### src/rtl/uart9_pkg.sv
package uart9_pkg;
  typedef enum logic {
    ST_HUNT = 1'b0,
    ST_RECV = 1'b1
  } rxState_t;

  typedef struct packed {
    logic takeFirst;
    logic takeSecond;
    logic shiftIn;
    logic loadOut;
  } rxStrobe_t;
endpackage

### src/rtl/uart9_tick.sv
module uart9_tick #(
  parameter int DIV_SLOW = 4,
  parameter int DIV_FAST = 2
) (
  input  logic clk,
  input  logic rstN,
  input  logic fastRate,
  output logic tick
);
  localparam int MAXDIV = (DIV_SLOW > DIV_FAST) ? DIV_SLOW : DIV_FAST;
  localparam int CW = (MAXDIV > 1) ? $clog2(MAXDIV) : 1;

  logic [CW-1:0] divCount;
  logic [CW-1:0] divLast;

  always_comb begin
    divLast = fastRate ? CW'(DIV_FAST - 1) : CW'(DIV_SLOW - 1);
    tick = (divCount >= divLast);
  end

  always_ff @(posedge clk or negedge rstN) begin
    if (!rstN) divCount <= '0;
    else if (tick) divCount <= '0;
    else divCount <= divCount + 1'b1;
  end
endmodule

### src/rtl/uart9_ctrl.sv
module uart9_ctrl
  import uart9_pkg::*;
#(
  parameter int OVERSAMPLE = 16,
  parameter int DATA_BITS = 9
) (
  input  logic      clk,
  input  logic      rstN,
  input  logic      tick,
  input  logic      rxEnable,
  input  logic      addrFilter,
  input  logic      fallEdge,
  input  logic      voteBit,
  input  logic      doneFlag,
  output rxStrobe_t strobe
);
  localparam int PW = $clog2(OVERSAMPLE);
  localparam int MID = OVERSAMPLE / 2;
  localparam int STOP_IDX = DATA_BITS + 1;
  localparam int IW = $clog2(STOP_IDX + 1);

  rxState_t state;
  logic [PW-1:0] phase;
  logic [IW-1:0] bitIdx;
  logic decide;

  always_comb begin
    decide = (state == ST_RECV) && rxEnable && tick && (phase == PW'(MID + 2));
    strobe.takeFirst  = (state == ST_RECV) && tick && (phase == PW'(MID));
    strobe.takeSecond = (state == ST_RECV) && tick && (phase == PW'(MID + 1));
    strobe.shiftIn    = decide && (bitIdx != '0) && (bitIdx != IW'(STOP_IDX));
    strobe.loadOut    = decide && (bitIdx == IW'(STOP_IDX)) && !doneFlag &&
                        (!addrFilter || voteBit);
  end

  always_ff @(posedge clk or negedge rstN) begin
    if (!rstN) begin
      state  <= ST_HUNT;
      phase  <= '0;
      bitIdx <= '0;
    end else begin
      case (state)
        ST_HUNT: begin
          if (rxEnable && tick && fallEdge) begin
            state  <= ST_RECV;
            phase  <= '0;
            bitIdx <= '0;
          end
        end
        default: begin
          if (!rxEnable) begin
            state <= ST_HUNT;
          end else if (tick) begin
            phase <= phase + 1'b1;
            if (decide) begin
              if (bitIdx == '0 && voteBit) state <= ST_HUNT;
              else if (bitIdx == IW'(STOP_IDX)) state <= ST_HUNT;
              else bitIdx <= bitIdx + 1'b1;
            end
          end
        end
      endcase
    end
  end

  assert_false_start_R6: assert property (@(posedge clk) disable iff (!rstN)
    (decide && bitIdx == '0 && voteBit) |=> (state == ST_HUNT));

  assert_enable_gate_R4: assert property (@(posedge clk) disable iff (!rstN)
    (!rxEnable) |=> (state == ST_HUNT));
endmodule

### src/rtl/uart9_dpath.sv
module uart9_dpath
  import uart9_pkg::*;
#(
  parameter int DATA_W = 8
) (
  input  logic              clk,
  input  logic              rstN,
  input  logic              tick,
  input  logic              rxLine,
  input  logic              clearDone,
  input  rxStrobe_t         strobe,
  output logic              fallEdge,
  output logic              voteBit,
  output logic              doneFlag,
  output logic [DATA_W-1:0] rxData,
  output logic              rxBit9
);
  localparam int SW = DATA_W + 1;

  logic syncA, syncB, lastSamp;
  logic sampA, sampB;
  logic [SW-1:0] shiftReg;

  always_comb begin
    fallEdge = lastSamp && !syncB;
    voteBit  = (sampA & sampB) | (sampA & syncB) | (sampB & syncB);
  end

  always_ff @(posedge clk or negedge rstN) begin
    if (!rstN) begin
      syncA    <= 1'b1;
      syncB    <= 1'b1;
      lastSamp <= 1'b1;
      sampA    <= 1'b1;
      sampB    <= 1'b1;
      shiftReg <= '0;
    end else begin
      syncA <= rxLine;
      syncB <= syncA;
      if (tick) lastSamp <= syncB;
      if (strobe.takeFirst) sampA <= syncB;
      if (strobe.takeSecond) sampB <= syncB;
      if (strobe.shiftIn) shiftReg <= {voteBit, shiftReg[SW-1:1]};
    end
  end

  always_ff @(posedge clk or negedge rstN) begin
    if (!rstN) begin
      rxData   <= '0;
      rxBit9   <= 1'b0;
      doneFlag <= 1'b0;
    end else begin
      if (strobe.loadOut) begin
        rxData   <= shiftReg[DATA_W-1:0];
        rxBit9   <= shiftReg[SW-1];
        doneFlag <= 1'b1;
      end else if (clearDone) begin
        doneFlag <= 1'b0;
      end
    end
  end

  assert_clear_R9: assert property (@(posedge clk) disable iff (!rstN)
    (clearDone && !strobe.loadOut) |=> !doneFlag);

  assert_hold_R7: assert property (@(posedge clk) disable iff (!rstN)
    (doneFlag && !clearDone) |=> (doneFlag && $stable(rxData) && $stable(rxBit9)));

  assert_load_free_R7: assert property (@(posedge clk) disable iff (!rstN)
    strobe.loadOut |-> !doneFlag);
endmodule

### src/rtl/uart9_rx.sv
module uart9_rx
  import uart9_pkg::*;
#(
  parameter int DIV_SLOW   = 4,
  parameter int DIV_FAST   = 2,
  parameter int OVERSAMPLE = 16,
  parameter int DATA_W     = 8
) (
  input  logic              clk,
  input  logic              rstN,
  input  logic              fastRate,
  input  logic              rxEnable,
  input  logic              addrFilter,
  input  logic              rxLine,
  input  logic              clearDone,
  output logic [DATA_W-1:0] rxData,
  output logic              rxBit9,
  output logic              rxDone
);
  localparam int DATA_BITS = DATA_W + 1;

  logic tick, fallEdge, voteBit;
  rxStrobe_t strobe;

  uart9_tick #(.DIV_SLOW(DIV_SLOW), .DIV_FAST(DIV_FAST)) uTick (
    .clk(clk), .rstN(rstN), .fastRate(fastRate), .tick(tick)
  );

  uart9_ctrl #(.OVERSAMPLE(OVERSAMPLE), .DATA_BITS(DATA_BITS)) uCtrl (
    .clk(clk), .rstN(rstN), .tick(tick), .rxEnable(rxEnable),
    .addrFilter(addrFilter), .fallEdge(fallEdge), .voteBit(voteBit),
    .doneFlag(rxDone), .strobe(strobe)
  );

  uart9_dpath #(.DATA_W(DATA_W)) uDpath (
    .clk(clk), .rstN(rstN), .tick(tick), .rxLine(rxLine),
    .clearDone(clearDone), .strobe(strobe), .fallEdge(fallEdge),
    .voteBit(voteBit), .doneFlag(rxDone), .rxData(rxData), .rxBit9(rxBit9)
  );
endmodule

### config.mk
export PLATFORM = sky130hd
export DESIGN_NAME = uart9_rx
export DESIGN_NICKNAME = d
export VERILOG_FILES = /design/src/rtl/uart9_pkg.sv /design/src/rtl/uart9_tick.sv /design/src/rtl/uart9_ctrl.sv /design/src/rtl/uart9_dpath.sv /design/src/rtl/uart9_rx.sv
export SDC_FILE = /design/constraint.sdc
export NUM_CORES = 1
export LEC_CHECK = 0
export BUFFER_PORTS_ARGS = -buffer_cell sky130_fd_sc_hd__buf_2
export CAP_MARGIN = 15
export CORE_MARGIN = 2
export CORE_UTILIZATION = 52
export DETAILED_ROUTE_END_ITERATION = 6
export PLACE_DENSITY = 0.87
export RECOVER_POWER = 100
export SYNTH_ARGS = -nofsm -noshare
export SYNTH_HDL_FRONTEND = slang
export SYNTH_SLANG_ARGS = --single-unit
### constraint.sdc
create_clock -name clk -period 1.8 [get_ports clk]
set_input_delay 0.36 -clock clk [delete_from_list [all_inputs] [get_ports clk]]
set_output_delay 0.36 -clock clk [all_outputs]
set_load 0.005 [all_outputs]
# ---- Word level (Yosys, flattened, before mapping)
# Index checks and enable logic that the tools add are counted.
dict set report totals {
  reg_bits 35
  output_inout_bits 10
  word_cells 78
}
dict set report classes {
  add_sub_neg 3
  n_lt_le_gt_ge 1
  eq_ne 10
  mux 21
  n_bitwise 5
  reduce_logical 25
}
# cell n
set ops {}
lappend ops {{two-way mux 4 bit} 10}
lappend ops {{== test 4 bit, second input constant} 4}
lappend ops {{logical AND 1 bit} 15}
lappend ops {{two-way mux 1 bit} 9}
lappend ops {{adder 4 x 1 -> 4 bit, second input constant} 2}
lappend ops {{!= test 2 bit, second input constant} 4}
lappend ops {{AND reduction 6 bit} 1}
lappend ops {{logical NOT 4 bit} 1}
lappend ops {{two-way mux 2 bit} 2}
lappend ops {{!= test 4 bit, second input constant} 1}
lappend ops {{nonzero test 2 bit} 2}
lappend ops {{nonzero test 4 bit} 1}
lappend ops {{AND 1 bit} 3}
lappend ops {{logical NOT 1 bit} 3}
lappend ops {{AND reduction 3 bit} 1}
lappend ops {{adder 2 x 1 -> 2 bit, second input constant} 1}
lappend ops {{>= comparator 2 bit} 1}
lappend ops {{!= test 2 x 1 -> 1 bit, second input constant} 1}
lappend ops {{OR 1 bit} 2}
lappend ops {{logical OR 1 bit} 1}

# ---- Depth between registers and ports, before layout
# Gate-level depths: netlist of run 1.
dict set report depth {
  ltp_word 9
  depth_mapped 6
}

# ---- Cells and area by module
# Synthesis of run 1 repeated with hierarchy kept, for this count alone.
dict set report hier_totals {
  cells_unflattened 125
  hier_area_um2 1611.5
}
# mod n_inst cells_each area_each_um2
set by_module_without_submodules {}
lappend by_module_without_submodules {uart9_dpath 1 51 888.4}
lappend by_module_without_submodules {uart9_ctrl 1 67 625.6}
lappend by_module_without_submodules {uart9_tick 1 7 97.6}

# ---- Worst setup path after synthesis of run 1
# No wires, ideal clock.
dict set report synth_timing {
  path_type {reg-to-reg}
  startpoint {register uTick.divCount[1]}
  endpoint {register uCtrl.bitIdx[1]}
  setup_ns 0.082
  t_arrival_ns 1.765
  required_time_ns 1.718
  setup_slack_ns -0.048
  stages_incl_launch_ff 6
  n_path_buf 0
  period_less_slack_ns 1.848
  cell_sequence {dfrtp_1 ha_1 a21oi_2 or4b_4 a211o_1 o22ai_1}
}
dict set report synth_between {
  elab_chain_len 5
  elab_cells_between_ends 9
}
# element line
set synth_rtl {}
lappend synth_rtl {{from (decl)} uart9_tick.sv:13} ;# logic [CW-1:0] divCount;
lappend synth_rtl {{from (signal assigned)} uart9_tick.sv:24} ;# else divCount <= divCount + 1'b1;
lappend synth_rtl {{>= comparator 2 bit (*)} uart9_tick.sv:18} ;# tick = (divCount >= divLast);
lappend synth_rtl {{logical AND 1 bit, on equally long branches (2 in a row)} {uart9_ctrl.sv:28, uart9_ctrl.sv:44}}
lappend synth_rtl {{!= test 2 bit (no line) / nonzero test 2 bit (equally long branches)} --}
lappend synth_rtl {{AND reduction 6 bit (no line) (*)} --}
lappend synth_rtl {{to (signal assigned)} uart9_ctrl.sv:58} ;# else bitIdx <= bitIdx + 1'b1;
lappend synth_rtl {{to (decl)} uart9_ctrl.sv:24} ;# logic [IW-1:0] bitIdx;
# Mark *: on every way between the ends. The rest lies on a longest branch, timed or not.
# A chain may end at the register's enable or synchronous reset.

# ---- Worst setup path in the final report of run 1
# Ends and elaborated chain as after synthesis.

==> results by group, run 1 <==
Run status
  – Status: finished with violations
  – Failing checks: negative setup slack

Final layout
  – Post-route cell area: 0.00205 mm^2
  – Nets@finish: 189
  – Area grow syn2layout: 23.2%
  – Area of the multi-input gates: 771 um^2
  – Share of layout cells above drive strength 1: roughly 46%
  – Non-filler cells, final: 219
  – Fillers: 229
  – Antenna Cells: 0
  – Register area: between 800 and 900 um^2

STA
  – Pins Over Slew Limit: 0
  – Fin. Hold Viols: 0
  – RSZ-0062 raised after global routing: yes
  – Slew Limit Headroom: 44.3%
  – Ratio of final minimum period to clock period: 104%
  – Final setup TNS: -0.102 ns
  – Crit path time final: 1.88 ns
  – Tightest Pin Transition: 0.835 ns
  – Fmax: 532 MHz
  – Final setup viols: 2
  – Final WS setup: -0.0792 ns
  – Final clock skew: 0.00971 ns

Synth
  – Top FF cell, synth: dfrtp_1
  – Yosys warnings: 0
  – Post-synthesis sequential area ratio: between 50 and 60%
  – Avg Inst Size Synth: 12.2 um^2
  – Cells after Synth: 136
  – #FFs+latches synth: 35
  – Netlist cell types: 37
  – EDFF count, synth: 0
  – Net count after synthesis: 151
  – Async set or reset register ratio after synthesis: 100%
  – Mapped cell area: 0.00166 mm^2

Power
  – Psw: around 690 uW
  – P per Cell Area: about 1100 mW/mm^2
  – Clock network power share: 27.7%
  – Switching share of power: 32.0%
  – Leak: 1.06 nW
  – Comb power frac: 28.5%
  – Pwr Total: about 2.2 mW
  – Reg power frac: 43.8%
  – P_int: 1.48 mW
  – VDD IR max: just over 0.9 mV

Clock network
  – CTS H-Tree Depth: 2
  – CTS root buf: clkbuf_4
  – Clock tree sinks: 35
  – CTS max path bufs: 2
  – CTS clk-pin slew, worst paths: 0.11 ns
  – TritonCTS clock tree: built
  – Clk Latency, worst-skew pair: 0.34 ns
  – Post-CTS Hold Buffers: 0
  – Inserted Clock Buffers: 5

Detailed routing
  – Remaining antenna violation count: 0
  – DRT iter0 DRCs: 64
  – Drt wl/cell: 16.5 um
  – Total number of vias: 1251
  – Drt first pass iters: 4
  – Drt drc: 0
  – WL final: 3620 um
  – DR vias/cell: 5.71

Place
  – DP HPWL: roughly 2300 um
  – Area after DPL: 0.00189 mm^2
  – Total placed cells including tap cells: 206
  – RD Place Congestion: 0.857
  – Count of buffers from port buffering: 16

Global routing
  – Largest net degree at the start of global routing: 36
  – Total grt overflow: 0
  – Vias in the first global route: 1189
  – GRT Overall Usage: 21.0%
  – First-pass GRT wire length: between 5000 and 6000 um
  – Initial antenna violation count: 0

Floorplanning
  – Die Y: 60.5 um
  – Die area: 0.00366 mm^2
  – Initial core utilization: 54.4%
  – Core footprint: about 0.0031 mm^2
  – Horiz. Die Dim: 60.5 um
  – Io pins: 17
  – Site row count: 20

Worst setup path
  – Slowest CP cell: or4b_4
  – Crit Path Class: register to register
  – Worst EP required: about 2.1 ns
  – Worst Setup Start Kind: register
  – Critical Path End Type: register
  – R2R setup slack: -0.08 ns
  – Largest stage delay, worst path: approximately 0.56 ns
  – Max Fanout on Critical Path: 4
  – Crit path DAT: ~2.1 ns
  – Crit path cell chain: ha_4 -> a21oi_4 -> or4b_4 -> a211o_1 -> o22ai_1

Run
  – MaxCap Viol Count: 0

Hold path
  – Worst Hold Class: primary input to asynchronous set/reset pin
==> power groups by stage <==
stage	clock network (mW)	logic, mW	registers (mW)
4_1_cts	0.606	0.515	0.941
3_5_place_dp	0	0.508	0.952
5_1_grt	0.639	0.673	0.964
2_1_floorplan	0	0.299	0.949
3_3_place_gp	0	0.466	0.946
6_report	0.601	0.618	0.952
==> sequential cells by signal, summed over array words and instances (netlist names) <==
name             count
uDpath.shiftReg      9
uDpath.rxData        8
uCtrl.bitIdx         4
uCtrl.phase          4
uTick.divCount       2
uCtrl.state          1
uDpath.doneFlag      1
uDpath.lastSamp      1
uDpath.rxBit9        1
uDpath.sampA         1
uDpath.sampB         1
uDpath.syncA         1
uDpath.syncB         1
==> final timing paths <==
check                             startpoint            endpoint  cells after the start
max                        uTick.divCount[1]     uCtrl.bitIdx[1]                      5
min                                     rstN      uCtrl.phase[1]                      1
max reg2reg                uTick.divCount[1]     uCtrl.bitIdx[1]                      5
min reg2reg                     uDpath.syncA        uDpath.syncB                      0
max in group asynchronous               rstN  uDpath.shiftReg[0]                      1
min in group clk                      rxLine        uDpath.syncA                      1
==> per-layer routing <==
| layer | track usage, % | vias to the layer above | part of all wire (%) |
|---|---|---|---|
| met2 | 33.1 | 70 | 49 |
| met4 | 8.07 | 0 | 3.1 |
| met3 | 6.40 | 18 | 8.1 |
| met1 | 27.5 | 602 | 39 |
| li1 | - | 561 | - |
| met5 | 0 | - | 0 |
==> kinds of logic (layout without fill, tap and decap cells) <==
group / count (synthesis) / count (layout) / synth area share [%]
mux: 24 / 24 / 16.1
buf+inv: 12 / 51 / 3.01
compound gates: 21 / 21 / 8.81
simple gates: 35 / 35 / 12.3
flops: 35 / 35 / 53.1
fa+ha+maj: 9 / 9 / 6.63
==> synthesized netlist by cell type (2+ instances only) <==
| cell type | instances | area share [%] |
|---|---|---|
| mux2_2 | 22 | 15 |
| a22o_1 | 4 | 2.1 |
| a21oi_1 | 2 | 0.60 |
| nand2_1 | 11 | 2.5 |
| o21ai_0 | 5 | 1.5 |
| a21o_1 | 2 | 0.90 |
| dfstp_2 | 5 | 7.9 |
| nor2b_1 | 2 | 0.75 |
| nor3_1 | 3 | 0.90 |
| nand3_1 | 3 | 0.90 |
| nor2_1 | 5 | 1.1 |
| inv_1 | 9 | 2.0 |
| nand4_1 | 2 | 0.75 |
| mux2i_1 | 2 | 1.2 |
| ha_1 | 8 | 6.0 |
| dfrtp_1 | 30 | 45 |
==> repair_timing <==
item / in CTS / in global routing
setup endpoints to repair: 13 / 22
buffers inserted: 0 / 5
gates resized for setup: 0 / 7
pin swaps: 1 / 4
==> area by class of cell <==
class,instances,area share (%)
multi-input cells,89,37.7
repair buffers,34,10.7
well taps,44,2.69
flip-flops and latches,35,43.1
inverters,9,1.65
clock inverters,2,1.71
clock buffers,6,2.51
==> through the flow <==
step	hold WS, ns	util (%)	worst slack, ns
after floorplan	0.0644	-	0.0178
after global placement	0.346	62.0	-0.0397
after detailed placement	0.348	62.0	-0.0894
after CTS	0.0888	64.8	-0.0482
after global routing	0.0901	67.0	-0.124
final	0.0952	67.0	-0.0792
==> placed cells by master (no fill, tap or decap), types with 2 or more instances in the layout <==
cell type	instances
dfrtp_1	30
mux2_2	22
buf_4	17
buf_2	15
nand2_1	11
inv_1	7
ha_1	7
nor2_1	5
o21ai_0	5
clkbuf_4	5
dfstp_2	5
a22o_1	4
nor3_1	3
nand3_1	3
inv_2	2
a21o_1	2
nor2b_1	2
a21oi_1	2
mux2i_1	2
nand4_1	2
==> worst max-delay path: cells and delay by family (launching register included) <==
kind                     cells  cell delay (ns)
AND/OR/NAND/NOR              1             0.56
AO/OA/AOI/OAI                3             0.53
flip-flops                   1             0.42
adder cells (fa/ha/maj)      1             0.29
(Power assumes the default switching activity.)
==> run 2: changes to the inputs <==
--- a/config.mk
+++ b/config.mk
@@ -15,3 +15,4 @@
 export SYNTH_ARGS = -nofsm -noshare
 export SYNTH_HDL_FRONTEND = slang
 export SYNTH_SLANG_ARGS = --single-unit
+export TNS_END_PERCENT = 1
==> results by group, run 2 (synthesis gave the netlist of run 1 again) <==
Run status
  – Status: finished with violations
  – Failing checks: negative setup slack

STA
  – Final WS setup: -0.0253 ns
  – RSZ-0062 raised after global routing: yes
  – Pins Over Slew Limit: 0
  – Final clock skew: a little over 0.006 ns
  – Fmax: 548 MHz
  – Ratio of final minimum period to clock period: 101%
  – Fin. Hold Viols: 0
  – Slew Limit Headroom: between 40% and 50%
  – Tightest Pin Transition: roughly 0.84 ns
  – Crit path time final: 1.83 ns
  – Final setup viols: 1

Detailed routing
  – Drt wl/cell: 14.4 um
  – Remaining antenna violation count: 0
  – DRT iter0 DRCs: 25
  – Drt drc: 0
  – Total number of vias: 1155
  – Drt first pass iters: 4
  – DR vias/cell: 5.37
  – WL final: 3090 um

Global routing
  – GRT Overall Usage: 20.1%
  – Largest net degree at the start of global routing: 36
  – First-pass GRT wire length: 5270 um
  – Initial antenna violation count: 0
  – Vias in the first global route: 1138
  – Total grt overflow: 0

Clock network
  – Post-CTS Hold Buffers: 0
  – Clock tree sinks: 35
  – Clk Latency, worst-skew pair: 0.34 ns
  – CTS root buf: clkbuf_4
  – Inserted Clock Buffers: 5
  – CTS max path bufs: 2
  – TritonCTS clock tree: built
  – CTS H-Tree Depth: 2
  – CTS clk-pin slew, worst paths: around 0.11 ns

Worst setup path
  – R2R setup slack: -0.03 ns
  – Crit Path Class: register to register
  – Critical path endpoint: uCtrl.bitIdx[1]
  – Worst Reg-to-Reg Cells: 5
  – Worst Setup Start Kind: register
  – R2r startpoint: uTick.divCount[1]
  – Critical Path End Type: register
  – Crit path DAT: 2.10 ns
  – Max Fanout on Critical Path: 4
  – Worst EP required: 2.07 ns
  – Crit. Startpoint: uTick.divCount[1]
  – RR Endpoint: uCtrl.bitIdx[1]

Final layout
  – Max FFs per register: 9
  – Most frequent cells in the layout: 30 x dfrtp_1, 22 x mux2_2, 13 x buf_4
  – Share of layout cells above drive strength 1: about two fifths
  – Nets@finish: 185
  – Top reg by flops: uDpath.shiftReg
  – Top Registers: uDpath.shiftReg x9, uDpath.rxData x8
  – Post-route cell area: 0.00195 mm^2
  – Area grow syn2layout: 17.5%
  – Antenna Cells: 0
  – Fillers: around 250
  – Commonest non-fill, non-tap cell in the layout: dfrtp_1

Floorplanning
  – Horiz. Die Dim: just over 60 um
  – Die Y: between 60 and 70 um
  – Core footprint: 0.00305 mm^2
  – Site row count: 20
  – Initial core utilization: 54.4%
  – Die area: ~0.0037 mm^2
  – Io pins: 17

Place
  – Worst slack, placed: -0.0991 ns
  – RD Place Congestion: 0.851
  – DP HPWL: 2180 um
  – Count of buffers from port buffering: 16
  – Area after DPL: around 0.0019 mm^2

Power
  – VDD IR max: 0.592 mV
  – P per Cell Area: 965 mW/mm^2
  – Pwr Total: 1.88 mW
  – Leak: 0.973 nW

Run
  – MaxCap Viol Count: 0

Hold path
  – Worst Hold Class: primary input to asynchronous set/reset pin
## run 2: worst max-delay path: stages, from the launching register on
cell and delay [ns]:
dfrtp_1 0.42, ha_4 0.29, a21oi_4 0.05, or4b_4 0.55
a211o_1 0.29, o22ai_1 0.15
## run 2: power breakdown
part	internal [mW]	total [mW]	switching (mW)
clock	0.149	0.430	0.281
sequential	0.872	0.937	0.0653
combinational	0.244	0.517	0.273
total	1.26	1.88	0.619
## run 2: metal layers
metal	track usage [%]	part of all wire [%]
met1	26.3	44
met2	31.1	48
met3	7.46	6.4
met4	7.45	1.6
met5	0	0
## run 2: metrics by stage
| step | hold slack (ns) | util (%) | std cells | setup TNS (ns) |
|---|---|---|---|---|
| final | 0.0944 | 64.0 | 215 | -0.0253 |
| after floorplan | 0.0644 | - | 136 | -0.00926 |
| after global placement | 0.348 | 61.7 | 205 | -0.153 |
| after detailed placement | 0.350 | 61.7 | 205 | -0.232 |
| after CTS | 0.0751 | 63.6 | 213 | -0.0907 |
| after global routing | 0.0562 | 64.0 | 215 | -0.538 |
## run 2: repair_timing
item,4_1_cts,5_1_grt
pin swaps,2,2
resized for setup,1,2
setup endpoints to repair,3,22
setup buffers,0,2
## run 2: layout make-up
type / count / area, um^2 / area share [%]
clock buffer: 5 / 37.5 / 1.92
clock inverter: 3 / 20.0 / 1.02
inverter: 9 / 33.8 / 1.73
multi-input combinational: 89 / 752 / 38.5
sequential: 35 / 882 / 45.2
tap: 44 / 55.1 / 2.82
timing repair buffer: 30 / 173 / 8.84
## run 2: worst min path at each step
stage | endpoint | cells after the start | start | slack, ns
2_1_floorplan | uCtrl.bitIdx[0] | 0 | rstN | 0.06
3_3_place_gp | uDpath.syncB | 0 | uDpath.syncA | 0.35
3_5_place_dp | uDpath.syncB | 0 | uDpath.syncA | 0.35
4_1_cts | uCtrl.phase[0] | 1 | rstN | 0.08
5_1_grt | uDpath.syncA | 1 | rxLine | 0.06
6_report | uTick.divCount[1] | 1 | rstN | 0.09
